## src/rtl/resp_tx_pkg.sv

```systemverilog
package resp_tx_pkg;
  typedef enum logic [2:0] {
    ST_IDLE,
    ST_SYNC,
    ST_GRAB,
    ST_SEND,
    ST_PAUSE
  } tx_state_e;

  localparam logic [7:0] SYNC_BYTE = 8'hAA;
endpackage

```

## src/rtl/resp_tx_enc.sv

```systemverilog
module resp_tx_enc #(
  parameter int DATA_BYTES = 7,
  localparam int WIRE_BYTES = DATA_BYTES + 1
) (
  input  logic [8*DATA_BYTES-1:0] grp_i,
  output logic [8*WIRE_BYTES-1:0] wire_o
);
  logic [7:0] head;

  always_comb begin
    head = 8'h80;
    for (int k = 0; k < DATA_BYTES; k++) head[DATA_BYTES-1-k] = grp_i[8*k+7];
  end

  assign wire_o[7:0] = head;

  for (genvar k = 0; k < DATA_BYTES; k++) begin : g_low
    assign wire_o[8*(k+1) +: 8] = {1'b1, grp_i[8*k +: 7]};
  end
endmodule

```

## src/rtl/resp_tx_csum.sv

```systemverilog
module resp_tx_csum #(
  parameter int DATA_BYTES = 7
) (
  input  logic [8*DATA_BYTES-1:0] grp_i,
  input  logic [7:0]              sum_i,
  input  logic                    last_i,
  output logic [8*DATA_BYTES-1:0] grp_o,
  output logic [7:0]              sum_o
);
  logic [7:0] acc;
  logic [7:0] b;

  always_comb begin
    acc = sum_i;
    for (int k = 0; k < DATA_BYTES; k++) begin
      b = grp_i[8*k +: 8];
      // final slot carries the value that zeroes the payload sum
      if (last_i && k == DATA_BYTES - 1) b = 8'(~acc + 8'd1);
      grp_o[8*k +: 8] = b;
      acc = acc + b;
    end
    sum_o = acc;
  end
endmodule

```

## src/rtl/resp_tx_hold.sv

```systemverilog
module resp_tx_hold (
  input  logic clk_i,
  input  logic rst_ni,
  input  logic link_i,
  input  logic clr_i,
  output logic pend_o
);
  logic link_q;
  logic fall;

  assign fall = link_q & ~link_i;

  always_ff @(posedge clk_i or negedge rst_ni) begin
    if (!rst_ni) begin
      link_q <= 1'b1;
      pend_o <= 1'b0;
    end else begin
      link_q <= link_i;
      if (fall)       pend_o <= 1'b1;
      else if (clr_i) pend_o <= 1'b0;
    end
  end
endmodule

```

## src/rtl/resp_tx.sv

```systemverilog
module resp_tx
  import resp_tx_pkg::*;
#(
  parameter int DATA_BYTES = 7,
  parameter int MAX_GROUPS = 64,
  localparam int WIRE_BYTES = DATA_BYTES + 1,
  localparam int CNT_W = $clog2(MAX_GROUPS + 1),
  localparam int IDX_W = $clog2(WIRE_BYTES)
) (
  input  logic                    clk_i,
  input  logic                    rst_ni,
  input  logic                    start_i,
  input  logic [CNT_W-1:0]        n_groups_i,
  input  logic                    grp_valid_i,
  input  logic [8*DATA_BYTES-1:0] grp_data_i,
  output logic                    grp_ready_o,
  input  logic                    link_i,
  output logic                    tx_valid_o,
  output logic [7:0]              tx_byte_o,
  input  logic                    tx_ready_i,
  output logic                    done_o
);
  tx_state_e               state_q;
  logic [CNT_W-1:0]        remain_q;
  logic [IDX_W-1:0]        idx_q;
  logic [8*DATA_BYTES-1:0] grp_q;
  logic [7:0]              sum_q;
  logic                    done_q;

  logic [8*WIRE_BYTES-1:0] wire_bytes;
  logic [8*DATA_BYTES-1:0] grp_fixed;
  logic [7:0]              sum_next;
  logic                    pend;
  logic                    pend_clr;
  logic                    last_grp;
  logic                    last_wire;

  assign last_grp  = remain_q == CNT_W'(1);
  assign last_wire = idx_q == IDX_W'(WIRE_BYTES - 1);
  assign pend_clr  = (state_q == ST_IDLE) || (state_q == ST_GRAB && pend);

  resp_tx_hold u_hold (
    .clk_i  (clk_i),
    .rst_ni (rst_ni),
    .link_i (link_i),
    .clr_i  (pend_clr),
    .pend_o (pend)
  );

  resp_tx_csum #(.DATA_BYTES(DATA_BYTES)) u_csum (
    .grp_i  (grp_data_i),
    .sum_i  (sum_q),
    .last_i (last_grp),
    .grp_o  (grp_fixed),
    .sum_o  (sum_next)
  );

  resp_tx_enc #(.DATA_BYTES(DATA_BYTES)) u_enc (
    .grp_i  (grp_q),
    .wire_o (wire_bytes)
  );

  assign grp_ready_o = (state_q == ST_GRAB) && !pend;
  assign tx_valid_o  = (state_q == ST_SYNC) || (state_q == ST_SEND);
  assign tx_byte_o   = (state_q == ST_SYNC) ? SYNC_BYTE : wire_bytes[8*idx_q +: 8];
  assign done_o      = done_q;

  always_ff @(posedge clk_i or negedge rst_ni) begin
    if (!rst_ni) begin
      state_q  <= ST_IDLE;
      remain_q <= '0;
      idx_q    <= '0;
      grp_q    <= '0;
      sum_q    <= '0;
      done_q   <= 1'b0;
    end else begin
      done_q <= 1'b0;
      unique case (state_q)
        ST_IDLE: if (start_i && n_groups_i != '0) begin
          remain_q <= n_groups_i;
          sum_q    <= '0;
          state_q  <= ST_SYNC;
        end
        ST_SYNC: if (tx_ready_i) state_q <= ST_GRAB;
        ST_GRAB: begin
          // suspend is honoured only between groups
          if (pend) state_q <= ST_PAUSE;
          else if (grp_valid_i) begin
            grp_q   <= grp_fixed;
            sum_q   <= sum_next;
            idx_q   <= '0;
            state_q <= ST_SEND;
          end
        end
        ST_SEND: if (tx_ready_i) begin
          if (last_wire) begin
            remain_q <= remain_q - CNT_W'(1);
            state_q  <= last_grp ? ST_IDLE : ST_GRAB;
            done_q   <= last_grp;
          end else begin
            idx_q <= idx_q + IDX_W'(1);
          end
        end
        ST_PAUSE: if (link_i) state_q <= ST_SYNC;
        default: state_q <= ST_IDLE;
      endcase
    end
  end
endmodule

```

## config.mk

```make
export PLATFORM = sky130hd
export DESIGN_NAME = resp_tx
export DESIGN_NICKNAME = d
export VERILOG_FILES = /design/src/rtl/resp_tx_pkg.sv /design/src/rtl/resp_tx_enc.sv /design/src/rtl/resp_tx_csum.sv /design/src/rtl/resp_tx_hold.sv /design/src/rtl/resp_tx.sv
export SDC_FILE = /design/constraint.sdc
export NUM_CORES = 1
export LEC_CHECK = 0
export ABC_AREA = 1
export BUFFER_PORTS_ARGS = -buffer_cell sky130_fd_sc_hd__buf_2
export CAP_MARGIN = 20
export CORE_MARGIN = 2
export CORE_UTILIZATION = 47
export DETAILED_ROUTE_END_ITERATION = 8
export PLACE_DENSITY = 0.66
export REMOVE_ABC_BUFFERS = 1
export SYNTH_ARGS = -nofsm -noshare
export SYNTH_HDL_FRONTEND = slang
export SYNTH_SLANG_ARGS = --single-unit
```

## constraint.sdc

```tcl
create_clock -name clk_i -period 5.45 [get_ports clk_i]
set_clock_uncertainty 0.15 [all_clocks]
set_input_delay 0.8175 -clock clk_i [delete_from_list [all_inputs] [get_ports clk_i]]
set_output_delay 0.8175 -clock clk_i [all_outputs]
set_load 0.02 [all_outputs]
```

# Word-level counts from Yosys, hierarchy flattened
# Cells that the tools add are included.
# op_classes
n_addsub,10
n_eq_ne,15
shifts,1
muxes,29
bitwise,4
reduce_logical,17
# op_table
operator,count
indexed part select 64 x 7 -> 8 bit,1
adder 8 bit,7
2-to-1 mux 8 bit,5
2-to-1 mux 3 bit,11
2-to-1 mux 7 bit,3
one-hot mux 8 bit (2 select lines),1
one-hot mux 3 bit (5 select lines),1
!= test 2 bit (second input constant),7
one-hot mux 7 bit (2 select lines),1
adder 8 x 1 -> 8 bit (second input constant),1
inverter 8 bit,1
AND reduction 4 bit,2
nonzero test 2 bit,4
== test 7 x 1 -> 1 bit (second input constant),1
nonzero test 7 bit,1
subtractor 7 x 1 -> 7 bit (second input constant),1
== test 3 x 2 -> 1 bit (second input constant),2
== test 3 bit (second input constant),2
one-hot mux 3 bit (2 select lines),1
AND reduction 6 bit,1
2-to-1 mux 1 bit,5
AND reduction 5 bit,1
adder 3 x 1 -> 3 bit (second input constant),1
== test 3 x 1 -> 1 bit (second input constant),1
10 further kinds,14
# word_totals
register_bits,80
input_bits,69
output_inout_bits,11
wordCells,84

# Longest topological paths before layout
# Gate-level depths: netlist (run 1).
# logic_depth
ltp_word,13
depth_mapped,29
mapped_depth_nobuf,29

# Cells and area by module
# Synthesis (run 1) repeated with hierarchy kept, for this count alone.
# unflattened
cells_unflattened,966
area_unflattened_um2,6969.2
# modules_own_cells
module,instances,cells_per_inst,area_each_um2,seq_area_each_um2
resp_tx,1,560,4126.5,1951.9
resp_tx_csum,1,334,2288.4,0.0
resp_tx_enc,1,65,484.2,0.0
resp_tx_hold,1,7,70.1,51.3

# Least setup slack after synthesis (run 1)
# OpenSTA, ideal clock, no wires.
# synth_timing
kind,in2reg
from,input port grp_data_i[2]
to,register sum_q[7]
arrival_time_ps,5314
t_required_ps,5183
path_slack_ps,-132
stages,24
path_buffers,0
path_cell_list,inv_1 > fa_1 > inv_1 > fa_1 > fa_1 > fa_1 > fa_1 > xnor2_2 > inv_2 > nor3b_2 > nand3_1 > xor2_1 > a21oi_2 > ha_1 > a21oi_1 > o31ai_1 > a21oi_1 > inv_1 > nand3_1 > nand2_1 > inv_1 > nand3_1 > nand3_1 > nand2_1
# synth_via
elab_chain_cells,13
# synth_rtl
item,line_no,source
start: declaration,resp_tx.sv:15,"input logic [8*DATA_BYTES-1:0] grp_data_i,"
adder 8 bit (6 in a row),resp_tx_csum.sv:20,acc = acc + b;
inverter 8 bit,resp_tx_csum.sv:18,if (last_i && k == DATA_BYTES - 1) b = 8'(~acc + 8'd1);
adder 8 x 1 -> 8 bit,resp_tx_csum.sv:18,
2-to-1 mux 8 bit,resp_tx_csum.sv:18,
named net grp_fixed[54],resp_tx.sv:31,logic [8*DATA_BYTES-1:0] grp_fixed;
adder 8 bit,resp_tx_csum.sv:20,
2-to-1 mux 8 bit,resp_tx.sv:88,else if (grp_valid_i) begin
2-to-1 mux 8 bit,resp_tx.sv:87,if (pend) state_q <= ST_PAUSE;
one-hot mux 8 bit (2 select lines),resp_tx.sv:78,unique case (state_q)
end signal: assignment,resp_tx.sv:90,sum_q <= sum_next;
end: declaration,resp_tx.sv:27,logic [7:0] sum_q;
# The timed path passes the listed nets, and every way through them passes these cells. The select of a mux whose other input is x is not followed.
# A chain may end at the register's enable or synchronous reset.

# Final worst setup path (run 1)
# layout_timing
from,input port grp_data_i[18]
to,register sum_q[7]
# layout_via
elab_chain_cells,11
# layout_rtl
item,line_no
adder 8 bit (4 in a row),resp_tx_csum.sv:20
inverter 8 bit,resp_tx_csum.sv:18
adder 8 x 1 -> 8 bit,resp_tx_csum.sv:18
2-to-1 mux 8 bit,resp_tx_csum.sv:18
named net grp_fixed[52],resp_tx.sv:31
adder 8 bit,resp_tx_csum.sv:20
2-to-1 mux 8 bit,resp_tx.sv:88
2-to-1 mux 8 bit,resp_tx.sv:87
one-hot mux 8 bit (2 select lines),resp_tx.sv:78
# The timed path passes the listed nets, and every way through them passes these cells. The select of a mux whose other input is x is not followed.

==> results of run 1 <==
==> through the flow <==
stage / setup TNS (ns) / instance area [um2]
after CTS: 0 / 6884
after global placement: -1.561 / 6434
after detailed placement: -1.747 / 6434
after global routing: -0.4887 / 7092
final: -0.07309 / 7092
after floorplan: -0.2331 / 5517
==> sequential cells by signal, summed over array words and instances (netlist names) <==
signal	cells
grp_q	56
state_q	3
u_hold.pend_o	1
done_o	1
idx_q	3
sum_q	8
u_hold.link_q	1
remain_q	7
==> report_power, final <==
group          switching, mW  internal, mW
clock network          0.248         0.309
registers              0.166         0.845
logic                   2.17          1.85
total                   2.59          3.01
==> kinds of logic after synthesis <==
| kind of cell | count (synthesis) | synth area share |
|---|---|---|
| compound gates | 121 | 0.1191 |
| flops | 80 | 0.3559 |
| buf+inv | 143 | 0.09802 |
| xor+xnor | 13 | 0.02423 |
| fa+ha+maj | 54 | 0.1640 |
| simple gates | 325 | 0.2381 |
| other cells | 1 | 0.0006662 |
==> synth_stat cells (2+ instances only) <==
| cell | count |
|---|---|
| nand4_1 | 3 |
| ha_1 | 21 |
| a21oi_1 | 18 |
| fa_1 | 33 |
| o22ai_1 | 6 |
| nand3_2 | 3 |
| buf_4 | 3 |
| nor3_1 | 4 |
| nand2_2 | 3 |
| dfrtp_1 | 79 |
| o21ai_0 | 73 |
| a31oi_1 | 10 |
| clkbuf_1 | 20 |
| nand2_1 | 206 |
| nor2_1 | 56 |
| xor2_1 | 6 |
| o211ai_1 | 2 |
| inv_1 | 112 |
| buf_2 | 3 |
| nand3_1 | 44 |
| xor2_2 | 2 |
| inv_2 | 4 |
| a22o_1 | 3 |
| xnor2_1 | 4 |
==> layer usage <==
| layer | global-route usage | wire length (um) | vias up | share of wire |
|---|---|---|---|---|
| li1 | - | - | 2550 | - |
| met1 | 0.3212 | 6687 | 2500 | 0.45 |
| met2 | 0.4228 | 7307 | 143 | 0.49 |
| met3 | 0.05207 | 683 | 28 | 0.046 |
| met4 | 0.07805 | 272 | 0 | 0.018 |
| met5 | 0 | 0 | - | 0 |
==> area by class of cell <==
type / instances / area [um2] / area share
Clock inverter: 3 / 20.02 / 0.002823
Inverter: 117 / 444.2 / 0.06263
Tap cell: 143 / 178.9 / 0.02523
Multi-Input combinational cell: 514 / 3314 / 0.4674
Sequential cell: 80 / 2003 / 0.2825
Clock buffer: 13 / 240.2 / 0.03387
Timing Repair Buffer: 135 / 890.9 / 0.1256
==> final timing paths <==
kind / end / cells after the start
min in group clk_i: grp_q[38] / 2
max: sum_q[7] / 24
max reg2reg: sum_q[7] / 18
min reg2reg: grp_q[38] / 2
min: grp_q[9] / 1
max in group asynchronous: u_hold.link_q / 2
==> repair_timing <==
item	4_1_cts	5_1_grt
setup buffers	8	2
cloned	0	0
endpoints found under the hold margin	0	0
pin swaps	27	35
setup endpoints to repair	3	4
gates resized for setup	22	39
==> metrics.cfg, run 1 <==
[routing]
via_per_inst=5.195
dr.pass1.iters=5
drc_errors=0
wire_per_inst_um=14.88
wl_um=14950
vias=5221
antenna_left=0
first_iter_violations=480

[yosys]
syn_inst=737
post-synth-top-area-cell=dfrtp_1
yosysWarnings=0
synth_edf_count=0
ys_seq_area_frac=0.3559
synthTopCellsByArea=dfrtp_1 35%, nand2_1 14%, fa_1 12%
synth_top_area_frac=0.3512
synth_cell_type_count=43
syn_area_per_cell_um2=7.638
async_reset_ff_frac=1.000
synth_area_mm2=0.005629
synth_flop_cell=dfrtp_1
ys_ff_latch=80

[worst_setup_path]
crit_arrival_ns=5.61
cp-end-kind=flip-flop
crit_buf_inv=6
r2r-start=sum_q[2]
slowest_delay_ns=0.59
crit_path_start=grp_data_i[18]
critPathMaxFanout=3
cp.required_ns=5.54
path_delay_family=adder cells
setup.worst_path.class=input pin to flip-flop
slowest_stage=fa_1
r2r_slack_ns=1.76
cp-start-kind=input pin
crit_chain=buf_6, inv_4, fa_1, inv_2, fa_1, fa_1, fa_2, fa_2, xnor2_4, inv_2, nor3b_4, buf_4, xor2_1, o21ai_1, ha_1, a21oi_2, o31ai_1, a21oi_1, inv_1, nand3_2, nand2_2, nand3_2, nand3_2, nand2_1

[layout]
area_growth_syn_to_layout_pct=25.98
drive_gt1_frac=0.2425
layout_common_cells=204 x nand2_1, 103 x inv_1, 79 x dfrtp_1, 74 x buf_2, 68 x o21ai_0
fin_cells=1005
fin_nets=980
fin_util=0.6132
final_common_cell=nand2_1
fillers=1038
diodes=0

[run_status]
violations=setup timing
status=complete, but fails checks

[sta]
setup_slack_ns=-0.07309
fin_crit_ns=5.523
hold_viol_final=0
min_period_over_period=1.013
relSlewSlack=0.4353
max_freq_mhz=181.1
rsz0062_at_grt=true
finalSetupViolCount=1
finalMaxSlewViolations=0
hold_slack_ns=0.1961
worst_slew_pin_slew_ns=0.8462

[global_routing]
grt_first_pass_wirelength_um=25420
grt_usage=0.2488
antenna_found_initial=0
grt_max_degree=81
grt.overflow.total=0
grt_pass1_vias=5424

[clock_tree]
clock_latency_ns=0.35
hold_buffers=0
clkSinkCount=80
clk_pin_slew_worst_paths_ns=0.06
cts_tree=built
h-tree-depth=3
cts_buffers=9
clock_path_buffers=2
clock-root-buffer=clkbuf_16

[job]
cap_violations=0

[placed_design]
portBuffers=78
place_inst=977
post-place-ws_ns=-0.5077
hpwl_um=10310
globalplace.congestion=0.8371

[floorplanning]
fp.dieH_um=113.4
io_pins=80
fp.dieW_um=113.4
coreArea_mm2=0.01156
die_area_mm2=0.01287
start_util=0.4867
rows=39

[power]
vdd_drop_max_mv=0.6284
power-per-cell-area_mw_per_mm2=788.8
power.leakage_nw=3.779
p_total_mw=5.594

[hold_path]
hp-class=input pin to async pin

No activity file was read; power rests on OpenSTA's default activity.
==> run 2: changes to the inputs <==
--- a/config.mk
+++ b/config.mk
@@ -16,3 +16,4 @@
 export SYNTH_ARGS = -nofsm -noshare
 export SYNTH_HDL_FRONTEND = slang
 export SYNTH_SLANG_ARGS = --single-unit
+export TNS_END_PERCENT = 10
==> run 2 against run 1 <==
The flow still finishes with violations (setup timing). Cell count is the same. Sequential cell count is the same. Sequential power is essentially flat. Critical endpoint unchanged.
==> metrics.cfg, run 2 (synthesized netlist as in run 1, its figures left out) <==
[sta]
worst_slew_pin_slew_ns=0.8562  ; +0.01007 ns
min_period_over_period=1.013  ; about the same
relSlewSlack=0.4286  ; -0.006722
finalMaxSlewViolations=0  ; unchanged
setup_slack_ns=-0.07097  ; +0.002121 ns
rsz0062_at_grt=true
fin_crit_ns=5.521  ; -0.002121 ns
finalSetupViolCount=1  ; unchanged
hold_viol_final=0  ; unchanged
max_freq_mhz=181.1  ; about the same

[power]
p_total_mw=5.450  ; -2.6%
switching_power_mw=2.508  ; -3.1%
pwr-share-clk=0.102  ; +0.002
seqPwrFrac=0.185  ; +0.004
power-per-cell-area_mw_per_mm2=772.7  ; -2.1%
vdd_drop_max_mv=0.6668  ; +6.1%
pwr-share-comb=0.713  ; -0.007
swShare=0.4602  ; -0.002513
power.leakage_nw=3.774  ; -0.15%
power.internal_mw=2.942  ; -2.1%

[floorplanning]
coreArea_mm2=0.01156  ; unchanged
rows=39  ; unchanged
io_pins=80  ; unchanged
die_area_mm2=0.01287  ; unchanged
fp.dieW_um=113.4  ; unchanged
fp.dieH_um=113.4  ; unchanged
start_util=0.4867  ; unchanged

[layout]
diodes=0  ; unchanged
largest_register_ffs=56  ; unchanged
final_common_cell=nand2_1
fillers=1046  ; +0.77%
fin_cells=1005  ; unchanged
largestRegisters=grp_q: 56 flops, sum_q: 8 flops, remain_q: 7 flops
fin_nets=980  ; unchanged
area_growth_syn_to_layout_pct=25.32
top_register=grp_q
drive_gt1_frac=0.2343  ; -0.008121
layout_common_cells=204 x nand2_1, 103 x inv_1, 79 x dfrtp_1, 74 x buf_2, 70 x o21ai_0

[placed_design]
portBuffers=78  ; unchanged
globalplace.congestion=0.8371  ; unchanged
hpwl_um=10310  ; unchanged
place_inst=977  ; unchanged

[worst_setup_path]
cp-start-kind=input pin
r2r-start=sum_q[2]
cp.required_ns=5.54  ; about the same
slowest_stage=fa_1
r2r_slack_ns=1.77  ; about the same
critPathMaxFanout=3  ; unchanged
r2r-end=sum_q[7]
crit_arrival_ns=5.61  ; about the same
slowest_delay_ns=0.59  ; about the same
reg2reg_depth=19  ; +1
setup.worst_path.class=input pin to flip-flop
cp-end-kind=flip-flop

[routing]
dr.pass1.iters=5  ; unchanged
via_per_inst=5.186  ; -0.17%
drc_errors=0  ; unchanged
antenna_left=0  ; unchanged
wire_per_inst_um=14.83  ; -0.32%
wl_um=14900  ; -0.32%
vias=5212  ; -0.17%
first_iter_violations=447  ; -6.9%

[clock_tree]
clkSinkCount=80  ; unchanged
cts_tree=built
cts_buffers=9  ; unchanged
clock_latency_ns=0.35  ; about the same
h-tree-depth=3  ; unchanged
clk_pin_slew_worst_paths_ns=0.06  ; about the same
hold_buffers=0  ; unchanged
clock_path_buffers=2  ; unchanged
clock-root-buffer=clkbuf_16

[run_status]
status=complete, but fails checks
violations=setup timing

[global_routing]
grt_pass1_vias=5424  ; unchanged
grt_first_pass_wirelength_um=25420  ; unchanged
grt.overflow.total=0  ; unchanged
grt_max_degree=81  ; unchanged
antenna_found_initial=0  ; unchanged
grt_usage=0.2488  ; unchanged

[job]
cap_violations=0  ; unchanged

[hold_path]
hp-class=input pin to async pin

[run 2: power by group through the flow]
stage          Clock [mW]  Sequential (mW)  Combinational, mW
2_1_floorplan           0            0.975               2.06
4_1_cts             0.569             1.01               3.58
3_3_place_gp            0             1.01               3.12
6_report            0.555             1.01               3.88
3_5_place_dp            0             1.01               3.19
5_1_grt             0.591             1.04               4.31
[run 2: layout make-up]
cell class / instances / area, um2 / share of cell area
Sequential cell: 80 / 2003 / 0.2840
Multi-Input combinational cell: 514 / 3279 / 0.4649
Tap cell: 143 / 178.9 / 0.02536
Clock inverter: 3 / 20.02 / 0.002838
Clock buffer: 13 / 240.2 / 0.03405
Inverter: 117 / 441.7 / 0.06261
Timing Repair Buffer: 135 / 890.9 / 0.1263
[run 2: worst max path at each step]
stage | startpoint | endpoint | cells after the start
2_1_floorplan | grp_data_i[2] | sum_q[7] | 24
4_1_cts | grp_data_i[3] | sum_q[7] | 28
6_report | grp_data_i[18] | sum_q[7] | 25
3_5_place_dp | grp_data_i[2] | sum_q[7] | 24
3_3_place_gp | grp_data_i[2] | sum_q[7] | 25
5_1_grt | grp_data_i[18] | sum_q[7] | 25
[run 2: per-stage QoR]
stage                     setup slack [ns]  cell area, um2  utilization  setup TNS (ns)  hold slack [ns]
after floorplan                    -0.1527            5517            -         -0.2331           0.2866
after global placement             -0.4232            6434       0.5563          -1.561           0.2986
after detailed placement           -0.5077            6434       0.5563          -1.747           0.3028
after CTS                        0.0007305            6884       0.5953               0           0.3180
after global routing               -0.2599            7054       0.6100         -0.6104           0.2036
final                             -0.07097            7054       0.6100        -0.07097           0.1978
[run 2: repair_timing]
action,4_1_cts,5_1_grt
endpoints found under the setup margin,3,4
resized for setup,22,28
buffers inserted,8,2
gates cloned,0,0
pin swaps,27,27
[run 2: layer usage]
| layer | vias to the layer above | track usage | share of wire |
|---|---|---|---|
| li1 | 2552 | - | - |
| met1 | 2494 | 0.3212 | 0.45 |
| met2 | 146 | 0.4228 | 0.49 |
| met3 | 20 | 0.05207 | 0.048 |
| met4 | 0 | 0.07805 | 0.017 |
| met5 | - | 0 | 0 |
[run 2: critical path: cells and delay by family]
family | cells | cell delay [ns]
simple gates | 6 | 0.52
compound gates | 4 | 0.50
xor+xnor | 2 | 0.34
buf+inv | 7 | 0.49
fa+ha+maj | 6 | 2.94
